`src/rtl/frac_mul_pkg.sv`:
```
package frac_mul_pkg;
  typedef enum logic [1:0] {
    ST_IDLE = 2'd0,
    ST_RUN  = 2'd1,
    ST_FIN  = 2'd2
  } mul_state_e;
endpackage

```
`src/rtl/mul_ctrl.sv`:
```
module mul_ctrl
  import frac_mul_pkg::*;
#(
  parameter int W = 40
) (
  input  logic clk,
  input  logic rst,
  input  logic start,
  output logic load,
  output logic step_en,
  output logic last,
  output logic fin,
  output logic busy
);
  localparam int CW = $clog2(W);
  localparam logic [CW-1:0] LAST_IDX = CW'(W - 1);

  mul_state_e state_q;
  logic [CW-1:0] cnt_q;

  assign load    = start && (state_q == ST_IDLE);
  assign step_en = (state_q == ST_RUN);
  assign last    = step_en && (cnt_q == LAST_IDX);
  assign fin     = (state_q == ST_FIN);
  assign busy    = (state_q != ST_IDLE);

  always_ff @(posedge clk) begin
    if (rst) begin
      state_q <= ST_IDLE;
      cnt_q   <= '0;
    end else begin
      case (state_q)
        ST_IDLE: begin
          if (start) begin
            state_q <= ST_RUN;
            cnt_q   <= '0;
          end
        end
        ST_RUN: begin
          cnt_q <= cnt_q + 1'b1;
          if (cnt_q == LAST_IDX) state_q <= ST_FIN;
        end
        ST_FIN:  state_q <= ST_IDLE;
        default: state_q <= ST_IDLE;
      endcase
    end
  end
endmodule

```
`src/rtl/mul_step.sv`:
```
module mul_step #(
  parameter int W = 40
) (
  input  logic         clk,
  input  logic         rst,
  input  logic         load,
  input  logic         step_en,
  input  logic         last,
  input  logic [W-1:0] mplier,
  input  logic [W-1:0] mcand,
  output logic [2*W:0] prod,
  output logic [W-1:0] mcand_q
);
  localparam int PW = W + 1;

  logic [PW-1:0] ph_q;
  logic [W-1:0]  pl_q;
  logic [W-1:0]  b_q;
  logic [PW-1:0] b_ext;
  logic [PW-1:0] addend;
  logic [PW-1:0] sum;

  assign b_ext = {b_q[W-1], b_q};

  always_comb begin
    addend = '0;
    if (pl_q[0]) addend = last ? (~b_ext + 1'b1) : b_ext;
    sum = ph_q + addend;
  end

  always_ff @(posedge clk) begin
    if (rst) begin
      ph_q <= '0;
      pl_q <= '0;
      b_q  <= '0;
    end else if (load) begin
      ph_q <= '0;
      pl_q <= mplier;
      b_q  <= mcand;
    end else if (step_en) begin
      ph_q <= {sum[PW-1], sum[PW-1:1]};
      pl_q <= {sum[0], pl_q[W-1:1]};
    end
  end

  assign prod    = {ph_q, pl_q};
  assign mcand_q = b_q;
endmodule

```
`src/rtl/mul_final.sv`:
```
module mul_final #(
  parameter int W = 40
) (
  input  logic [2*W:0]  prod,
  input  logic [W-1:0]  acc,
  input  logic          clr,
  input  logic          rnd,
  output logic [W-1:0]  hi,
  output logic [W-1:0]  lo,
  output logic          ovf
);
  localparam int XW = 2 * W + 3;
  localparam int TB = XW - (2 * W - 1);

  logic [XW-1:0] prod2;
  logic [XW-1:0] acc_w;
  logic [XW-1:0] s0;
  logic [XW-1:0] rs;
  logic [XW-1:0] s1;
  logic [TB-1:0] top;
  logic          in_range;

  always_comb begin
    prod2 = {prod[2*W], prod, 1'b0};
    acc_w = clr ? '0 : {{3{acc[W-1]}}, acc, {W{1'b0}}};
    s0    = prod2 + acc_w;
    rs    = s0 + {{(XW-W){1'b0}}, 1'b1, {(W-1){1'b0}}};
    s1    = rnd ? {rs[XW-1:W], {W{1'b0}}} : s0;
    top      = s1[XW-1:2*W-1];
    in_range = (&top) || !(|top);
    ovf      = !in_range;
    if (in_range) begin
      hi = s1[2*W-1:W];
      lo = s1[W-1:0];
    end else if (s1[XW-1]) begin
      hi = {1'b1, {(W-1){1'b0}}};
      lo = '0;
    end else begin
      hi = {1'b0, {(W-1){1'b1}}};
      lo = '1;
    end
  end
endmodule

```
`src/rtl/frac_seq_mul.sv`:
```
module frac_seq_mul #(
  parameter int W = 40
) (
  input  logic         clk,
  input  logic         rst,
  input  logic         start,
  input  logic [W-1:0] mcand,
  input  logic [W-1:0] mplier,
  input  logic [W-1:0] acc_in,
  input  logic         clr,
  input  logic         rnd,
  output logic [W-1:0] acc_out,
  output logic [W-1:0] areg_out,
  output logic [W-1:0] mreg_out,
  output logic         done,
  output logic         ovf,
  output logic         busy
);
  logic         load;
  logic         step_en;
  logic         last;
  logic         fin;
  logic [2*W:0] prod;
  logic [W-1:0] acc_cap;
  logic         clr_cap;
  logic         rnd_cap;
  logic [W-1:0] res_hi;
  logic [W-1:0] res_lo;
  logic         res_ovf;

  mul_ctrl #(.W(W)) u_ctrl (
    .clk(clk), .rst(rst), .start(start), .load(load),
    .step_en(step_en), .last(last), .fin(fin), .busy(busy)
  );

  mul_step #(.W(W)) u_step (
    .clk(clk), .rst(rst), .load(load), .step_en(step_en), .last(last),
    .mplier(mplier), .mcand(mcand), .prod(prod), .mcand_q(mreg_out)
  );

  mul_final #(.W(W)) u_final (
    .prod(prod), .acc(acc_cap), .clr(clr_cap), .rnd(rnd_cap),
    .hi(res_hi), .lo(res_lo), .ovf(res_ovf)
  );

  always_ff @(posedge clk) begin
    if (rst) begin
      acc_cap  <= '0;
      clr_cap  <= 1'b0;
      rnd_cap  <= 1'b0;
      acc_out  <= '0;
      areg_out <= '0;
      ovf      <= 1'b0;
      done     <= 1'b0;
    end else begin
      done <= fin;
      if (load) begin
        acc_cap <= acc_in;
        clr_cap <= clr;
        rnd_cap <= rnd;
      end
      if (fin) begin
        acc_out  <= res_hi;
        areg_out <= res_lo;
        ovf      <= res_ovf;
      end
    end
  end
endmodule

```
`config.mk`:
```
export PLATFORM = sky130hd
export DESIGN_NAME = frac_seq_mul
export DESIGN_NICKNAME = d
export VERILOG_FILES = /design/src/rtl/frac_mul_pkg.sv /design/src/rtl/mul_ctrl.sv /design/src/rtl/mul_step.sv /design/src/rtl/mul_final.sv /design/src/rtl/frac_seq_mul.sv
export SDC_FILE = /design/constraint.sdc
export NUM_CORES = 1
export LEC_CHECK = 0
export ABC_AREA = 1
export BUFFER_PORTS_ARGS = -buffer_cell sky130_fd_sc_hd__clkbuf_2
export CELL_PAD_IN_SITES_DETAIL_PLACEMENT = 0
export CELL_PAD_IN_SITES_GLOBAL_PLACEMENT = 1
export CORE_AREA = 2 2 214 216
export CTS_CLUSTER_SIZE = 8
export DETAILED_ROUTE_END_ITERATION = 8
export DIE_AREA = 0 0 216 218
export PLACE_DENSITY_LB_ADDON = 0.12
export SYNTH_ARGS = -nofsm -noshare
export SYNTH_HDL_FRONTEND = slang
export SYNTH_SLANG_ARGS = --single-unit
export TNS_END_PERCENT = 20
```
`constraint.sdc`:
```
create_clock -name clk -period 4.9 [get_ports clk]
set_clock_uncertainty 0.15 [all_clocks]
set_input_delay 0.98 -clock clk [delete_from_list [all_inputs] [get_ports clk]]
set_output_delay 0.98 -clock clk [all_outputs]
set_load 0.02 [all_outputs]
```
==> run metrics <==
status=complete, no violations; # rows=78; post-synthesis compound-gate area fraction=0.145; CORE AREA=44900 um^2; clk slew on worst S/H paths=0.05 ns; detailed placement HPWL=between 40000 and 50000 um; 1st-pass router iterations=6; Routed WL=a little over 60000 um; maximum VDD drop=between 0.0002 and 0.0003 V; CTS Root Cell=clkbuf_16; Via Count=approximately 19000; Overflow after GRT=0; Internal Pwr Total=0.00385 W; mapped cell area=18100 um^2; DRT iter0 DRCs=between 1000 and 1500; I/O Buffers=247; period utilization=0.907; syn nets=roughly 3300; placed cell areas=20000 um^2; register area share after synthesis=0.278; CP Data Arrival Time=4.73 ns; vias in the first global route=between 15000 and 20000; power share of the combinational group=0.191; Critical Path RT=~5.2 ns; NumNets Final=around 3500; fin. max-slew vios=0; most frequent cell after synthesis=nand2_1; Post-synth top cells=nand2_1 (828), nor2_1 (584), inv_1 (354), dfxtp_1 (252), a21oi_1 (196); Design Power=0.00564 W; ys flop type=dfxtp_1; fin area=21100 um^2; wire per inst=16.1 um; GRT Resource Usage Total=0.259; first-pass GRT wire length=between 90000 and 100000 um; Post-Synth Adder-Cell Area=0.0602; Setup crit start kind=flip-flop; Post-synth ARST share=0; Final Hold Fails=0; largest cells by area after synthesis=dfxtp_1 (28%), nand2_1 (17%), nor2_1 (12%); max_cap viols=0; num ports=248; Critical Path Fanout Max=4; Die Height=218 um; relative slew slack=0.224; largest net degree at the start of global routing=89; main combinational cell family by area after synthesis=simple AND/OR/NAND/NOR gates; CTS tree=built; Yosys reg bits=252; CTS max path bufs=3; Layout area overhead=16.3%; EDFF count, synth=0; Leak=10.6 nW; Final Setup Violations=0; Worst Setup Slack, final=0.457 ns; mux cell area share after synthesis=0.000552; Worst-Margin Slew=around 1.2 ns; Hold WC Path Type=flip-flop to flip-flop; CP Class=flip-flop to flip-flop; Starting Density=0.404; DRC Markers=0; # fillers=4894; Place WS=0.0840 ns; top-area cell type share of the netlist area=0.278; total die area=47100 um^2; simple-gate area share of the yosys netlist=0.376; total CTS buffers=37; Switching Share=0.318; Cell variety after synth=49; Clock Latency Late Sink=roughly 0.57 ns; initial antenna violation count=1; H-tree Lvls=2; switching pwr=0.00179 W; RD Place Congestion=0.908; XOR/XNOR Fraction of Synth Area=0.0343; Via density=5.00; Power Dens Cells=268 nW/um^2; RSZ-0062 raised after global routing=yes; clock sinks=252; syn_area_per_cell=5.92 um^2; Sequential Power Share=0.401; top cell type by total area after synthesis=dfxtp_1; Clk pwr share=0.409; top achievable clock speed=225 MHz; synthesized instance count=just over 3000; Die W=216 um; layout cells sized above 1=0.136; Crit. End Element=flip-flop; Tmin final=about 4.4 ns; Syn. warnings=0; Detail Route Antenna Nets=0; Inserted Diodes=0
-- what timing repair did --
action                                  in CTS  in global routing
endpoints found under the setup margin       0                 40
hold buffers                                 0                  0
resized for setup                            0                 25
buffers inserted                             0                  2
-- power by group through the flow --
stage,registers [W],logic (W),clock network (W)
3_3_place_gp,0.00229,0.00107,0
6_report,0.00226,0.00108,0.00230
3_5_place_dp,0.00230,0.00107,0
2_1_floorplan,0.00229,0.000706,0
4_1_cts,0.00226,0.00108,0.00236
5_1_grt,0.00227,0.00121,0.00244
-- metal layers --
layer | up-vias | global-route usage | routed length (um)
met1 | 8799 | 0.357 | 29900
met2 | 421 | 0.427 | 28100
li1 | 10083 | - | -
met5 | - | 0 | 11
met4 | 2 | 0.0621 | 1240
met3 | 75 | 0.0374 | 2930
-- worst max-delay path: stages, from the launching register on --
cell and delay (ns):
dfxtp_1 0.34, nor3_2 0.22, nand3_1 0.16, nor3_2 0.17, nand2_1 0.12, nor3_2 0.15, nand2_1 0.12, nor3_2 0.15
nand3_1 0.12, nor2_1 0.14, nand2_1 0.13, nor2_1 0.12, inv_1 0.06, nand2_1 0.07, xor2_1 0.15, nor2_1 0.06
ha_1 0.37, nand2_1 0.11, nor2_1 0.17, inv_1 0.06, o221ai_1 0.16, a21oi_1 0.10, o21bai_1 0.38, a21oi_1 0.15
nor2_1 0.13, nor2_1 0.06, a21oi_1 0.13, nor2_1 0.06
-- cells by family after synthesis --
logic type / count (synthesis)
muxes: 1
DFF: 252
buffers and inverters: 492
xor gates and xnor gates: 71
and+or+nand+nor: 1670
adders and majority gates: 86
AOI/OAI and AO/OA: 488
-- flip-flops by register name, indices dropped and copies added, names as in the netlist --
name / count
rnd_cap: 1
u_step.pl_q: 40
u_ctrl.cnt_q: 6
acc_out: 40
u_step.ph_q: 40
u_ctrl.state_q: 2
done: 1
areg_out: 40
acc_cap: 40
clr_cap: 1
ovf: 1
u_step.mcand_q: 40
-- metrics by stage --
stage	hold slack, ns	instances	utilization	setup TNS [ns]
CTS	0.304	3874	0.467	0
detailed placement	0.298	3832	0.445	0
global placement	0.292	3832	0.445	0
global route	0.328	3877	0.469	-0.121
finish	0.303	3877	0.469	0
floorplan	0.280	3060	-	0
-- path summary, 6_finish.rpt --
path	startpoint	endpoint	slack (ns)	cells after the start
worst min-delay path	acc_cap[2]	acc_cap[2]	0.30	2
worst max-delay path	u_step.mcand_q[0]	u_step.ph_q[39]	0.46	27
worst max register to register	u_step.mcand_q[0]	u_step.ph_q[39]	0.46	27
worst min register to register	acc_cap[2]	acc_cap[2]	0.30	2
-- cell type report --
class                           instances  area, um^2  share of cell area
Clock buffer                           38         930              0.0441
Clock inverter                          4        71.3             0.00338
Inverter                              384        1440              0.0684
Multi-Input combinational cell       2316       11300               0.535
Sequential cell                       252        5040               0.239
Tap cell                              600         751              0.0356
Timing Repair Buffer                  283        1560              0.0742
-- layout by cell type, fill, tap and decap left out, types with 3 or more instances in the layout --
cell type,instances
o21ai_1,4
nand4_1,23
o211ai_1,9
nor3_1,29
nand3_1,114
and2_1,4
clkbuf_2,246
o21bai_1,7
a21oi_1,191
o21ai_2,3
a31oi_1,51
inv_1,352
inv_2,28
o21ai_0,188
buf_12,3
o221ai_1,3
ha_1,82
buf_4,33
nand2_2,25
xor2_1,48
nor2_4,6
nor3_2,8
nor4_1,5
nand3b_1,3
nand3_2,8
xnor2_1,23
a21o_1,4
a21oi_2,6
and3_1,5
clkinv_1,4
nor2_2,29
clkbuf_16,38
o21a_1,7
a21boi_0,4
nor2_1,580
nand2_1,826
dfxtp_1,252
(Power assumes the default switching activity.)
